### src/rtl/fi_pkg.sv
// Shared fault-type encoding for the injector cell.
// Assumes a 3-bit code; the numeric values are the interface contract.
package fi_pkg;
    typedef enum logic [2:0] {
        FT_STUCK0   = 3'd0,
        FT_STUCK1   = 3'd1,
        FT_FLIP     = 3'd2,
        FT_OPEN     = 3'd3,
        FT_DELAY    = 3'd4,
        FT_INDET    = 3'd5,
        FT_STUCKOPN = 3'd6,
        FT_NONE     = 3'd7
    } fault_e;

    // Fault kinds that only make sense as permanent faults.
    function automatic logic perm_only(input fault_e f);
        return (f == FT_OPEN) || (f == FT_STUCKOPN);
    endfunction
endpackage

### src/rtl/fi_delay_line.sv
// Shift register giving the value sampled DEPTH clock edges ago.
// Assumes DEPTH >= 1; reset clears the history to zero.
module fi_delay_line #(
    parameter int DEPTH = 3
) (
    input  logic clk,
    input  logic rst_n,
    input  logic din,
    output logic dout
);
    generate
        if (DEPTH == 1) begin : g_single
            logic stage_q;
            // single-stage history
            always_ff @(posedge clk) begin
                if (!rst_n) stage_q <= 1'b0;
                else        stage_q <= din;
            end
            assign dout = stage_q;
        end else begin : g_chain
            logic [DEPTH-1:0] chain_q;
            // shift the newest sample in at bit 0
            always_ff @(posedge clk) begin
                if (!rst_n) chain_q <= '0;
                else        chain_q <= {chain_q[DEPTH-2:0], din};
            end
            assign dout = chain_q[DEPTH-1];
        end
    endgenerate
endmodule

### src/rtl/fi_retention.sv
// Stuck-open retention: captures the healthy value while inactive and
// counts active cycles up to RET_CYC, saturating there.
// Assumes RET_CYC >= 1.
module fi_retention #(
    parameter int RET_CYC = 4
) (
    input  logic clk,
    input  logic rst_n,
    input  logic active,
    input  logic din,
    output logic held,
    output logic expired
);
    localparam int CW = $clog2(RET_CYC + 1);
    localparam logic [CW-1:0] RET_LIM = CW'(RET_CYC);

    logic [CW-1:0] cnt_q;
    logic          held_q;

    // count active cycles, refresh held value while idle
    always_ff @(posedge clk) begin
        if (!rst_n) begin
            cnt_q  <= '0;
            held_q <= 1'b0;
        end else if (active) begin
            if (cnt_q != RET_LIM) cnt_q <= cnt_q + 1'b1;
        end else begin
            cnt_q  <= '0;
            held_q <= din;
        end
    end

    assign held    = held_q;
    assign expired = (cnt_q == RET_LIM);
endmodule

### src/rtl/fi_fault_mux.sv
// Selects the forwarded value, drive enable and unknown flag for the
// destination side. Purely combinational; fault_on already excludes
// refused requests.
module fi_fault_mux
    import fi_pkg::*;
(
    input  fault_e code,
    input  logic   fault_on,
    input  logic   src,
    input  logic   dly_val,
    input  logic   held,
    input  logic   expired,
    output logic   val,
    output logic   drive,
    output logic   undef
);
    // choose the corruption according to the fault code
    always_comb begin
        val   = src;
        drive = 1'b1;
        undef = 1'b0;
        if (fault_on) begin
            unique case (code)
                FT_STUCK0:   val = 1'b0;
                FT_STUCK1:   val = 1'b1;
                FT_FLIP:     val = ~src;
                FT_OPEN: begin
                    val   = 1'b0;
                    drive = 1'b0;
                end
                FT_DELAY:    val = dly_val;
                FT_INDET: begin
                    val   = 1'b0;
                    undef = 1'b1;
                end
                FT_STUCKOPN: val = expired ? 1'b0 : held;
                FT_NONE:     val = src;
            endcase
        end
    end
endmodule

### src/rtl/bidir_fault_cell.sv
// Series fault injector on one bidirectional connection. Direction picks
// the source side; the control input bounds the fault in time; the code
// picks the corruption. Tri-state is expressed as data plus enable.
// Assumes DLY_CYC >= 1 and RET_CYC >= 1.
module bidir_fault_cell
    import fi_pkg::*;
#(
    parameter int DLY_CYC = 3,
    parameter int RET_CYC = 4
) (
    input  logic       clk,
    input  logic       rst_n,
    input  logic       dir_b2a,
    input  logic       flt_ctl,
    input  logic       flt_perm,
    input  logic [2:0] flt_code,
    input  logic       a_in,
    input  logic       b_in,
    output logic       a_out,
    output logic       a_oe,
    output logic       b_out,
    output logic       b_oe,
    output logic       undef_flag,
    output logic       req_err
);
    fault_e code;
    logic   src, refused, fault_on, so_active;
    logic   dly_val, held, expired;
    logic   val, drive, undef;

    assign code      = fault_e'(flt_code);
    assign src       = dir_b2a ? b_in : a_in;
    assign refused   = flt_ctl && !flt_perm && perm_only(code);
    assign fault_on  = flt_ctl && !refused;
    assign so_active = fault_on && (code == FT_STUCKOPN);

    fi_delay_line #(.DEPTH(DLY_CYC)) u_dly (
        .clk  (clk),
        .rst_n(rst_n),
        .din  (src),
        .dout (dly_val)
    );

    fi_retention #(.RET_CYC(RET_CYC)) u_ret (
        .clk    (clk),
        .rst_n  (rst_n),
        .active (so_active),
        .din    (src),
        .held   (held),
        .expired(expired)
    );

    fi_fault_mux u_mux (
        .code    (code),
        .fault_on(fault_on),
        .src     (src),
        .dly_val (dly_val),
        .held    (held),
        .expired (expired),
        .val     (val),
        .drive   (drive),
        .undef   (undef)
    );

    // steer the result to the destination side only
    always_comb begin
        a_oe       = dir_b2a && drive;
        b_oe       = !dir_b2a && drive;
        a_out      = a_oe ? val : 1'b0;
        b_out      = b_oe ? val : 1'b0;
        undef_flag = undef;
        req_err    = refused;
    end
endmodule

### config.mk
export PLATFORM = sky130hd
export DESIGN_NAME = bidir_fault_cell
export DESIGN_NICKNAME = d
export VERILOG_FILES = /design/src/rtl/fi_pkg.sv /design/src/rtl/fi_delay_line.sv /design/src/rtl/fi_retention.sv /design/src/rtl/fi_fault_mux.sv /design/src/rtl/bidir_fault_cell.sv
export SDC_FILE = /design/constraint.sdc
export NUM_CORES = 1
export LEC_CHECK = 0
export ABC_AREA = 0
export CORE_AREA = 2 2 39 41
export DETAILED_ROUTE_END_ITERATION = 12
export DIE_AREA = 0 0 41 43
export PLACE_DENSITY = 0.71
export SETUP_SLACK_MARGIN = 0.3
export SYNTH_ARGS = -nofsm -noshare
export SYNTH_HDL_FRONTEND = slang
export SYNTH_SLANG_ARGS = --single-unit
### constraint.sdc
create_clock -name clk -period 1.2 [get_ports clk]
set_clock_uncertainty 0.1 [all_clocks]
set_input_delay 0.24 -clock clk [delete_from_list [all_inputs] [get_ports clk]]
set_output_delay 0.24 -clock clk [all_outputs]
set_load 0.01 [all_outputs]
* After elaboration in Yosys (flattened, before gate mapping) *
Cells that the tools add are included.
Widths: inputs -> output; s select.

cells by class
  add/subtract/negate cells = 1
  reductions and logical operators = 13
  mux-type cells = 10
  bitwise operators = 1
  eq/ne operators = 9

operators with widths
  cell                 count
  $eq 3x3->1 const B   5
  $mux 1               9
  $eq 3x2->1 const B   2
  $logic_and 1x1->1    6
  $pmux 1 s6           1
  $add 3x1->3 const B  1
  $eq 3x1->1 const B   1
  $logic_not 1->1      3
  $logic_not 3->1      1
  $ne 3x3->1 const B   1
  $reduce_or 3->1      1
  $reduce_and 2->1     1
  $logic_or 1x1->1     1
  $not 1->1            1

word-level totals
  logic and storage cells = 37
  input bits = 10
  register bits after elaboration = 7
  output and inout bits = 6

* Logic depth before layout (Yosys ltp) *
  depth in word-level cells = 8
  depth in mapped cells = 5
  mapped depth without buffers = 5

* Hierarchy *
Synthesis repeated with hierarchy kept, for this count alone.

second synthesis, totals
  cells, all modules = 51
  area, all modules = 429.2 µm²

modules (own cells, without submodules)
  module            area an instance (µm²)  seq. area each (µm²)  instances  cells each
  fi_retention      201.4                   80.1                  1          21
  fi_delay_line     78.8                    60.1                  1          6
  bidir_fault_cell  76.3                    0.0                   1          13
  fi_fault_mux      72.6                    0.0                   1          11

* Least setup slack after synthesis *
Ideal clock, no wire load.

  kind = input to output
  from = input flt_code[2]
  to = output a_out
  arrival = 1.111 ns
  required time = 0.860 ns
  setup slack = -0.251 ns
  buffers on the path = 1
  stages on the path = 4
  cells stage by stage = buf_2 -> nor2b_1 -> a21boi_0 -> a21boi_1

on the way
  word-level cells in the longest chain between the ends = 8
  elaborated cells on any way between the ends = 19
  those cells by class = eq/ne (7); mux (5); reduce/logical (7)

ends and longest elaborated chain
  item                                             RTL line                          text
  start, declared                                  bidir_fault_cell.sv:16            input logic [2:0] flt_code,
  $eq 3x2->1 / $eq 3x3->1 (equally long branches)  fi_pkg.sv:17, fi_fault_mux.sv:23
  $logic_or 1x1->1                                 fi_pkg.sv:17                      return (f == FT_OPEN) || (f == FT_STUCKOPN);
  $logic_and 1x1->1                                bidir_fault_cell.sv:33            assign refused = flt_ctl && !flt_perm && perm_only(code);
  $logic_not 1->1                                  bidir_fault_cell.sv:34            assign fault_on = flt_ctl && !refused;
  $logic_and 1x1->1                                bidir_fault_cell.sv:34
  $mux 1 (*)                                       fi_fault_mux.sv:22                if (fault_on) begin
  $logic_and 1x1->1 (*)                            bidir_fault_cell.sv:67            a_oe = dir_b2a && drive;
  net a_oe                                         bidir_fault_cell.sv:20            output logic a_oe,
  $mux 1 (*)                                       bidir_fault_cell.sv:69            a_out = a_oe ? val : 1'b0;
  end, declared                                    bidir_fault_cell.sv:19            output logic a_out,

Mark *: on every way through the listed nets, which the timed path passes. The rest lies on a longest branch.

* Final worst setup path *
  from = register u_dly.g_chain.chain_q[2]
  to = output b_out

on the way
  word-level cells in the longest chain between the ends = 3

ends and longest elaborated chain
  item                    RTL line                text
  start, declared         fi_delay_line.sv:21     logic [DEPTH-1:0] chain_q;
  start signal, assigned  fi_delay_line.sv:25     else chain_q <= {chain_q[DEPTH-2:0], din};
  $pmux 1 s6              fi_fault_mux.sv:23      unique case (code)
  $mux 1                  fi_fault_mux.sv:22
  $mux 1                  bidir_fault_cell.sv:70  b_out = b_oe ? val : 1'b0;
  end, declared           bidir_fault_cell.sv:21  output logic b_out,

No other way between the ends.

==> qor.yml <==
status: "finished, violations left"
violations: "negative setup slack"
die_height_um: 43
start_util_pct: 32.9
rows: 14
portBuffers: 15
grt_antenna_before_repair: 0
core_sq_um: 1380
holdWs_ns: 0.247
reg2regPathDepth: 6
gr-usage-all-layers_pct: 19.3
synth_seq_cells: 7
ant_nets: 0
cts_buffer_depth: 2
reg2reg_slack_ns: 0.03
netlist-cell-type-count: 28
via_per_inst: 4.94
grt_max_degree: 9
die_w_um: 41
finalMaxSlewViolations: 0
dieArea_sq_um: 1760
grt_overflow: 0
yosysSeqAreaShare_pct: 30.8
finalCritPeriodShare_pct: 142
drive_gt1_share_pct: 75.3
nets: 106
maxCapViolations: 0
final_common_cell: "buf_6"
clk_latency_ns: 0.26
syn2layout_area_growth_pct: 118
finalInstanceArea_sq_um: 992
worst_pin_slew_ns: 0.263
holdBufCountCts: 0
finalSetupViolations: 5
criticalPathCategory: "reg2out"
clock.fmax_ghz: 0.585
ir_drop_mv: 0.637
finish.utilization_pct: 71.7
dp_hpwl_um: 964
p_leak_nw: 0.433
worstSetupStartpointType: "flop"
avgSynthCellArea_sq_um: 8.59
drcViolationCount: 0
ys_warn_count: 0
fin_ws_ns: -0.508
hold_class: "in2reg"
grt_pass1_wl_um: 2280
hold_path_depth: 2
wl_per_cell_um: 13.6
dr_total_vias: 538
htree_levels: 1
crit_fanout: 2
synth.largest_area_cell: "dfxtp_1"
first_global_vias: 545
placed_area_sq_um: 822
ios: 16
diodes: 0
synth_cells: 53
relSlewSlack_pct: 82.4
drt_first_pass_iters: 3
routed_wl_um: 1490
drt_iter0_drc: 1
synthesis.area_sq_um: 455
numCtsBuffers: 3
cts_tree: "built"
final_cell_mix: "buf_6 (14), buf_2 (9), buf_4 (9)"
gp_congestion: 0.661
yosysTopAreaCellShare_pct: 30.8
clock-sinks: 7
synth.area.top_cells: "dfxtp_1 (31%), nand2_1 (5.8%), ha_1 (5.5%), and2_1 (4.1%), nor2b_1 (4.1%)"
post-route-min-period_ns: 1.71
critPathArrivalTime_ns: 1.37
ctsRootBufferMaster: "clkbuf_4"
synthesis.nets: 65
rsz0062_at_grt: "yes"
clk_pin_slew_worst_paths_ns: 0.05
cp_data_required_time_ns: 0.86
worstSetupEndpointType: "output pin"
p_per_area_nw_per_um2: 691
hold_violations: 0
-- state kept, by name, summed over array words and instances (netlist names) --
name,flops
u_dly.g_chain.chain_q,3
u_ret.held,1
u_ret.cnt_q,3
-- cell usage after synthesis --
| master | number |
|---|---|
| dfxtp_1 | 7 |
| nor3_2 | 1 |
| a21boi_0 | 1 |
| ha_1 | 2 |
| and4_1 | 1 |
| buf_2 | 1 |
| xnor2_1 | 2 |
| inv_1 | 3 |
| nand2_1 | 7 |
| a21boi_1 | 2 |
| nand4b_1 | 1 |
| mux2i_1 | 1 |
| o31a_1 | 1 |
| nand3b_1 | 1 |
| o31ai_2 | 1 |
| and3b_1 | 1 |
| nand3_1 | 1 |
| nor2_1 | 3 |
| a21oi_1 | 3 |
| and3b_2 | 1 |
| nor3_1 | 1 |
| nor4_2 | 1 |
| mux2_4 | 1 |
| and3_1 | 1 |
| nor2b_1 | 3 |
| and2_1 | 3 |
| o21a_1 | 1 |
| o211ai_1 | 1 |
-- path summary, 6_finish.rpt --
| check | startpoint | to |
|---|---|---|
| worst max register to register | u_ret.cnt_q[0]$_SDFFE_PN0N_ | u_ret.cnt_q[2]$_SDFFE_PN0N_ |
| worst min-delay path | rst_n | u_dly.g_chain.chain_q[1]$_SDFF_PN0_ |
| worst min register to register | u_dly.g_chain.chain_q[0]$_SDFF_PN0_ | u_dly.g_chain.chain_q[1]$_SDFF_PN0_ |
| worst max-delay path | u_dly.g_chain.chain_q[2]$_SDFF_PN0_ | b_out |
-- cells by family (layout without fill, tap and decap cells) --
kind of cell               after synthesis  in the layout  share of synthesized area (%)
muxes                                    2              2                           5.49
DFF                                      7              7                           30.8
and+or+nand+nor                         26             26                           34.6
xor gates and xnor gates                 2              2                           3.85
adders and majority gates                2              2                           5.49
AOI/OAI and AO/OA                       10             10                           16.2
buffers and inverters                    4             44                           3.57
-- metrics by stage --
stage	total power, W	std cells	TNS (ns)	worst slack (ns)
finish	0.000686	109	-1.64	-0.508
global route	0.000738	109	-1.93	-0.582
CTS	0.000680	107	-1.78	-0.571
detailed placement	0.000434	98	-8.94	-1.24
global placement	0.000429	98	-8.65	-1.19
floorplan	0.000333	53	-0.281	-0.140
-- metal layers --
metal / wire length [um] / vias up / GRT usage (%)
met5: 0 / - / 0
met1: 545 / 256 / 18.8
met4: 14 / 0 / 8.00
li1: - / 265 / -
met3: 48 / 2 / 1.57
met2: 876 / 15 / 37.2
-- critical path, stage by stage, from the launching register on --
cell and delay, ns:
dfxtp_2 0.31, and3b_1 0.16, o21a_1 0.20, o31ai_4 0.23, a21boi_2 0.08, buf_2 0.14
-- cell type report --
cell class	count	area, sq um
timing repair buffer	37	338
clock buffer	4	26.3
multi-input combinational	42	448
fill	110	392
tap	16	20.0
inverter	3	16.3
sequential	7	144
-- power breakdown --
group,internal [W],switching (W)
clock network,0.000127,0.0000920
registers,0.000240,0.00000291
logic,0.000132,0.0000912
total,0.000499,0.000186
-- timing repair --
item / 4_1_cts / 5_1_grt
pin swaps: 13 / 8
resized for setup: 84 / 7
buffers inserted: 4 / 2
gates cloned: 1 / 0
endpoints found under the setup margin: 11 / 12
Note: power is estimated with default switching activity, not from simulation.
